==> config.mk <==
export PLATFORM = sky130hd
export DESIGN_NAME = dual_mode_serial_tx
export DESIGN_NICKNAME = d
export VERILOG_FILES = /design/src/rtl/sertx_pkg.sv /design/src/rtl/sertx_ctrl.sv /design/src/rtl/sertx_datapath.sv /design/src/rtl/dual_mode_serial_tx.sv
export SDC_FILE = /design/constraint.sdc
export NUM_CORES = 1
export LEC_CHECK = 0
export CELL_PAD_IN_SITES_DETAIL_PLACEMENT = 0
export CELL_PAD_IN_SITES_GLOBAL_PLACEMENT = 1
export CORE_MARGIN = 2
export CORE_UTILIZATION = 38
export DETAILED_ROUTE_END_ITERATION = 16
export DONT_BUFFER_PORTS = 1
export PLACE_DENSITY = 0.75
export RECOVER_POWER = 25
export SLEW_MARGIN = 0
export SYNTH_ARGS = -nofsm -noshare
export SYNTH_HDL_FRONTEND = slang
export SYNTH_SLANG_ARGS = --single-unit
==> constraint.sdc <==
create_clock -name clk -period 4.24 [get_ports clk]
set_input_delay 0 -clock clk [delete_from_list [all_inputs] [get_ports clk]]
set_output_delay 0 -clock clk [all_outputs]
set_load 0.03 [all_outputs]
==> src/rtl/sertx_pkg.sv <==
package sertx_pkg;

  // mode register layout; bit positions are what software writes
  typedef struct packed {
    logic       syncMode;   // 7
    logic       shortChar;  // 6
    logic       parEn;      // 5
    logic       parOdd;     // 4
    logic       stopLong;   // 3, held only
    logic       multiProc;  // 2, held only
    logic [1:0] clkSel;     // 1:0, held only
  } modeReg_t;

  typedef enum logic {TX_IDLE, TX_ACTIVE} txState_t;

  // control -> datapath strobes
  typedef struct packed {
    logic load;
    logic shiftOut;
    logic clkFall;
    logic clkRise;
    logic finish;
  } txStrobe_t;

endpackage

==> src/rtl/sertx_ctrl.sv <==
module sertx_ctrl
  import sertx_pkg::*;
#(
  parameter int DATA_W = 8
) (
  input  logic      clk,
  input  logic      rstN,
  input  logic      txValid,
  input  logic      baudTick,
  input  logic      syncMode,
  input  logic      shortChar,
  input  logic      parEn,
  output logic      txReady,
  output txStrobe_t strobe
);

  localparam int CNT_W = $clog2(2 * DATA_W + 2);
  localparam logic [CNT_W-1:0] SYNC_END   = CNT_W'(2 * DATA_W + 1);
  localparam logic [CNT_W-1:0] ASYNC_BASE = CNT_W'(DATA_W + 3);

  txState_t         stateQ;
  logic [CNT_W-1:0] tickCntQ;
  logic [CNT_W-1:0] endTickQ;
  logic [CNT_W-1:0] endTickD;
  logic [CNT_W-1:0] nextCnt;
  logic             syncQ;
  logic             accept;

  assign txReady = (stateQ == TX_IDLE);
  assign accept  = txReady && txValid;
  assign nextCnt = tickCntQ + CNT_W'(1);

  // final tick index: async = start + data + parity + stop + 1
  always_comb begin
    if (syncMode) endTickD = SYNC_END;
    else          endTickD = ASYNC_BASE - CNT_W'(shortChar) + CNT_W'(parEn);
  end

  always_comb begin
    strobe      = '0;
    strobe.load = accept;
    if (stateQ == TX_ACTIVE && baudTick) begin
      if (nextCnt == endTickQ) begin
        strobe.finish = 1'b1;
      end else if (!syncQ) begin
        strobe.shiftOut = 1'b1;
      end else if (nextCnt[0]) begin
        strobe.shiftOut = 1'b1;
        strobe.clkFall  = 1'b1;
      end else begin
        strobe.clkRise = 1'b1;
      end
    end
  end

  always_ff @(posedge clk) begin
    if (!rstN) begin
      stateQ   <= TX_IDLE;
      tickCntQ <= '0;
      endTickQ <= '0;
      syncQ    <= 1'b0;
    end else begin
      if (accept) begin
        stateQ   <= TX_ACTIVE;
        tickCntQ <= '0;
        endTickQ <= endTickD;
        syncQ    <= syncMode;
      end else if (stateQ == TX_ACTIVE && baudTick) begin
        tickCntQ <= nextCnt;
        if (strobe.finish) stateQ <= TX_IDLE;
      end
    end
  end

endmodule

==> src/rtl/sertx_datapath.sv <==
module sertx_datapath
  import sertx_pkg::*;
#(
  parameter int DATA_W = 8
) (
  input  logic              clk,
  input  logic              rstN,
  input  logic              regWrEn,
  input  logic [7:0]        regWrData,
  input  logic [DATA_W-1:0] txData,
  input  txStrobe_t         strobe,
  output modeReg_t          cfg,
  output logic              serOut,
  output logic              serClk
);

  localparam int FRAME_W = DATA_W + 3;

  modeReg_t           modeQ;
  logic [FRAME_W-1:0] shiftQ;
  logic [FRAME_W-1:0] frameVec;
  logic [DATA_W-1:0]  sentData;
  logic               effShort;
  logic               effPar;
  logic               parBit;
  int                 parPos;
  logic               serOutQ;
  logic               serClkQ;

  assign cfg    = modeQ;
  assign serOut = serOutQ;
  assign serClk = serClkQ;

  always_ff @(posedge clk) begin
    if (!rstN)        modeQ <= '0;
    else if (regWrEn) modeQ <= modeReg_t'(regWrData);
  end

  // frame assembly from the live register at the accept edge
  always_comb begin
    effShort = !modeQ.syncMode && modeQ.shortChar;
    effPar   = !modeQ.syncMode && modeQ.parEn;
    sentData = txData;
    if (effShort) sentData[DATA_W-1] = 1'b0;
    parBit   = (^sentData) ^ modeQ.parOdd;
    parPos   = effShort ? DATA_W : DATA_W + 1;
    frameVec = '1;
    if (modeQ.syncMode) begin
      frameVec[DATA_W-1:0] = txData;
    end else begin
      frameVec[0] = 1'b0;
      for (int i = 0; i < DATA_W; i++) begin
        if (!(effShort && i == DATA_W - 1)) frameVec[i+1] = txData[i];
      end
      for (int j = 1; j < FRAME_W; j++) begin
        if (effPar && j == parPos) frameVec[j] = parBit;
      end
    end
  end

  always_ff @(posedge clk) begin
    if (!rstN) begin
      shiftQ  <= '1;
      serOutQ <= 1'b1;
      serClkQ <= 1'b1;
    end else begin
      if (strobe.load) begin
        shiftQ <= frameVec;
      end else if (strobe.shiftOut) begin
        shiftQ  <= {1'b1, shiftQ[FRAME_W-1:1]};
        serOutQ <= shiftQ[0];
      end
      if (strobe.clkFall) serClkQ <= 1'b0;
      if (strobe.clkRise) serClkQ <= 1'b1;
      if (strobe.finish) begin
        serOutQ <= 1'b1;
        serClkQ <= 1'b1;
      end
    end
  end

endmodule

==> src/rtl/dual_mode_serial_tx.sv <==
module dual_mode_serial_tx
  import sertx_pkg::*;
#(
  parameter int DATA_W = 8
) (
  input  logic              clk,
  input  logic              rstN,
  input  logic              regWrEn,
  input  logic [7:0]        regWrData,
  output logic [7:0]        regRdData,
  input  logic [DATA_W-1:0] txData,
  input  logic              txValid,
  output logic              txReady,
  input  logic              baudTick,
  output logic              serOut,
  output logic              serClk
);

  txStrobe_t strobe;
  modeReg_t  cfg;

  assign regRdData = cfg;

  sertx_ctrl #(.DATA_W(DATA_W)) i_ctrl (
    .clk       (clk),
    .rstN      (rstN),
    .txValid   (txValid),
    .baudTick  (baudTick),
    .syncMode  (cfg.syncMode),
    .shortChar (cfg.shortChar),
    .parEn     (cfg.parEn),
    .txReady   (txReady),
    .strobe    (strobe)
  );

  sertx_datapath #(.DATA_W(DATA_W)) i_datapath (
    .clk       (clk),
    .rstN      (rstN),
    .regWrEn   (regWrEn),
    .regWrData (regWrData),
    .txData    (txData),
    .strobe    (strobe),
    .cfg       (cfg),
    .serOut    (serOut),
    .serClk    (serClk)
  );

endmodule

==> summary.md <==
| Metric | Value |
|---|---|
| Hold WC Path Type | `input pin to flip-flop` |
| Detailed Place HPWL | `2370 um` |
| First DRT Iteration DRCs | `94` |
| Worst vdd ir | `0.000178 V` |
| Vias | `1,311` |
| Vias in the first global route | `1,369` |
| Routed WL | `3840 um` |
| Gr usage total | `16.8%` |
| Reg-to-Reg Start | `i_ctrl.tickCntQ[0]$_SDFFE_PP0P_` |
| Fin util | `49.2%` |
| Net load switching power | `0.186 mW` |
| Largest stage delay, worst path | `0.64 ns` |
| Primary FF master, synth | `dfxtp_1` |
| FILL cells | `392` |
| Post-synthesis mux area share | `13.0%` |
| Wirelength per Cell | `15.5 um` |
| Pin count of the biggest net entering global routing | `21` |
| Initial core utilization | `40.0%` |
| Antenna violation net count after detailed routing | `0` |
| Die X | `69.3 um` |
| Data required, critical path | `4.37 ns` |
| Drt first pass iters | `4` |
| Top-Level Pins | `32` |
| DR DRC count | `0` |
| Path depth of the worst reg2reg path | `6` |
| Hold_ws | `0.00104 ns` |
| Final min period | `2.20 ns` |
| Clock power share | `36.9%` |
| Largest cells by area after synthesis | `dfxtp_1, mux2i_1, xnor2_1` |
| Endpoint class of the critical path | `flip-flop` |
| Max-slew violation count | `0` |
| Sequential fraction of design power | `47.3%` |
| Share of the synthesized area in the top cell type | `38.3%` |
| Ys Warns | `0` |
| Maximum Capacitance Violations | `0` |
| P_leak | `0.748 nW` |
| Post-Synthesis Cell Area | `0.00162 mm2` |
| Crit-path cells | `ha_1 -> nand3_1 -> xnor2_1 -> o31ai_4 -> nor3b_1 -> a41oi_1` |
| Ant diodes | `0` |
| Unrepaired setup endpoints after global routing | `false` |
| Syn avg cell area | `9.27 um2` |
| Post-Syn Nets | `198` |
| Vias per cell | `5.31` |
| Placeable Area | `0.00406 mm2` |
| Cell row count | `23` |
| Total CTS buffers | `5` |
| # clock sinks | `31` |
| Final setup fails | `0` |
| Nets | `219` |
| Port-buffer cells | `0` |
| Post-synthesis sequential area ratio | `38.3%` |
| Die ar. | `0.00481 mm2` |
| Die height | `69.3 um` |
| Setup CP Type | `flip-flop to flip-flop` |
| Reg-to-reg slack, setup | `2.04 ns` |
| Cell taking the most area after synthesis | `dfxtp_1` |
| Synth async-reset ratio | `0%` |
| Fin. Hold Viols | `0` |
| Global placement routability congestion | `0.851` |
| Worst path slowest cell | `o31ai_4` |
| Net Sw Frac | `26.5%` |
| Min-Delay Path Depth | `4` |
| Initial antenna violation count | `0` |
| XOR/XNOR Fraction of Synth Area | `10.0%` |
| Setup TNS | `0 ns` |
| Most frequent cells in the layout | `dfxtp_1, dlygate4sd3_1, mux2i_1` |
| Worst skew pair latency | `0.28 ns` |
| Worst r2r dst | `i_datapath.shiftQ[9]$_SDFFE_PN1P_` |
| # H-tree levels | `2` |
| GRT overflow | `0` |
| Clock Root Buffer | `clkbuf_8` |
| Area Overhead vs Synth | `23.1%` |
| Post-synthesis adder-cell area fraction | `1.54%` |
| Clock Path Buffers | `2` |
| Synth Area in Compound Gates | `10.9%` |
| Post-Syn Instances | `175` |
| Hold worst-path end | `i_datapath.shiftQ[8]$_SDFFE_PN1P_` |
| Logic pwr share | `15.7%` |
| Crit path buffers/inverters | `0` |
| Largest family of logic cells by synthesized area | `simple AND/OR/NAND/NOR gates` |
| Skew final | `0.00626 ns` |
| Worst-path maximum fanout | `13` |
| Yosys cell types | `35` |
| Max frequency | `455 MHz` |
| EDFF count, synth | `0` |
| Crit path DAT | `2.33 ns` |
| Top Family by Delay on Critical Path | `compound AO/OA/AOI/OAI gates` |
| # resized after CTS | `0` |
| Status | `completed` |
| CTS tree | `yes` |
| Startpoint kind of the worst setup timing path | `flip-flop` |
| First-pass GRT wire length | `6400 um` |
| PD cells | `352 mW/mm2` |
| Tcrit/Tclk final | `51.9%` |
| Simple-gate portion of the synthesized area | `21.1%` |
| HP Start | `txData[7]` |
| Commonest non-fill, non-tap cell in the layout | `dfxtp_1` |
| Max-slew headroom | `33.9%` |
| Worst-margin pin slew | `0.990 ns` |
| Flops & latches, synth | `31` |
| Internal power | `0.516 mW` |
| Share of cells above drive strength 1 | `4.57%` |
| Clock Pin Slew Worst Setup and Hold Paths | `0.07 ns` |
-- Yosys cell counts (2+ instances only) --
master and instances:
dfxtp_1 31, nor2_1 7, or3_1 2, nand3_1 5, and2_1 2, a21oi_1 13
o21ai_0 5, xnor2_1 11, mux2i_1 21, buf_1 2, buf_4 3, o31ai_1 2
nand2_1 11, nor3_1 6, xor2_1 5, nor3b_1 5, clkbuf_1 7, ha_1 2
nor2b_1 10, inv_1 2, a21boi_0 2, nand3b_1 8
-- layer usage --
layer	global-route usage (%)	share of wire [%]
met1	19.6	44
met3	4.36	5.7
met4	6.54	1.6
met5	0	0
met2	29.3	48
-- kinds of logic (layout without fill, tap and decap cells) --
kind of cell	Yosys count	in the layout
fa+ha+maj	2	2
flops	31	31
mux	21	21
compound gates	27	27
buf+inv	17	39
simple gates	60	60
xor+xnor	17	17
-- registers in the layout, summed over array words and instances (netlist names) --
register and count:
i_datapath.cfg 8, i_ctrl.stateQ 1, i_datapath.shiftQ 10, i_datapath.serClk 1, i_datapath.serOut 1, i_ctrl.endTickQ 4
i_ctrl.syncQ 1, i_ctrl.tickCntQ 5
-- timing repair --
action / in CTS / in global routing
hold endpoints to repair: 25 / 0
setup buffers: 0 / 0
hold buffers: 29 / 0
-- power by group through the flow --
stage,sequential (mW),clock [mW],combinational [mW]
6_report,0.333,0.260,0.111
3_5_place_dp,0.339,0,0.0815
3_3_place_gp,0.338,0,0.0796
4_1_cts,0.332,0.263,0.110
2_1_floorplan,0.329,0,0.0852
5_1_grt,0.334,0.278,0.121
-- how the worst max path moves through the flow --
stage	cells past startpoint	slack (ns)	endpoint	startpoint
6_report	6	2.04	i_datapath.shiftQ[9]$_SDFFE_PN1P_	i_ctrl.tickCntQ[0]$_SDFFE_PP0P_
5_1_grt	6	1.84	i_datapath.shiftQ[9]$_SDFFE_PN1P_	i_ctrl.tickCntQ[0]$_SDFFE_PP0P_
4_1_cts	6	2.01	i_datapath.shiftQ[9]$_SDFFE_PN1P_	i_ctrl.tickCntQ[0]$_SDFFE_PP0P_
3_5_place_dp	6	2.03	i_datapath.shiftQ[9]$_SDFFE_PN1P_	i_ctrl.tickCntQ[0]$_SDFFE_PP0P_
3_3_place_gp	6	2.14	i_datapath.shiftQ[9]$_SDFFE_PN1P_	i_ctrl.tickCntQ[0]$_SDFFE_PP0P_
2_1_floorplan	7	2.59	i_datapath.shiftQ[1]$_SDFFE_PN1P_	i_ctrl.tickCntQ[1]$_SDFFE_PP0P_
-- worst register-to-register path, delay by kind of cell (launching register included) --
family / cells / cell delay (ns)
xor gates and xnor gates: 1 / 0.21
and+or+nand+nor: 2 / 0.40
DFF: 1 / 0.47
adders and majority gates: 1 / 0.26
AOI/OAI and AO/OA: 2 / 0.71
-- through the flow --
stage / setup WS, ns / cell area [um2] / power (mW) / cells
3_5_place_dp: 2.03 / 1610 / 0.420 / 210
3_3_place_gp: 2.14 / 1610 / 0.418 / 210
2_1_floorplan: 2.59 / 1620 / 0.414 / 175
6_report: 2.04 / 2000 / 0.703 / 247
4_1_cts: 2.01 / 2000 / 0.705 / 247
5_1_grt: 1.84 / 2000 / 0.733 / 247
-- layout make-up --
cell class	count	area (um2)	share of cell area [%]
Clock buffer	8	100	5.01
Timing Repair Buffer	29	290	14.5
Inverter	2	7.51	0.376
Multi-Input combinational cell	127	916	45.9
Sequential cell	31	621	31.1
Tap cell	50	62.6	3.13
No activity file was read; power rests on OpenSTA's default activity.
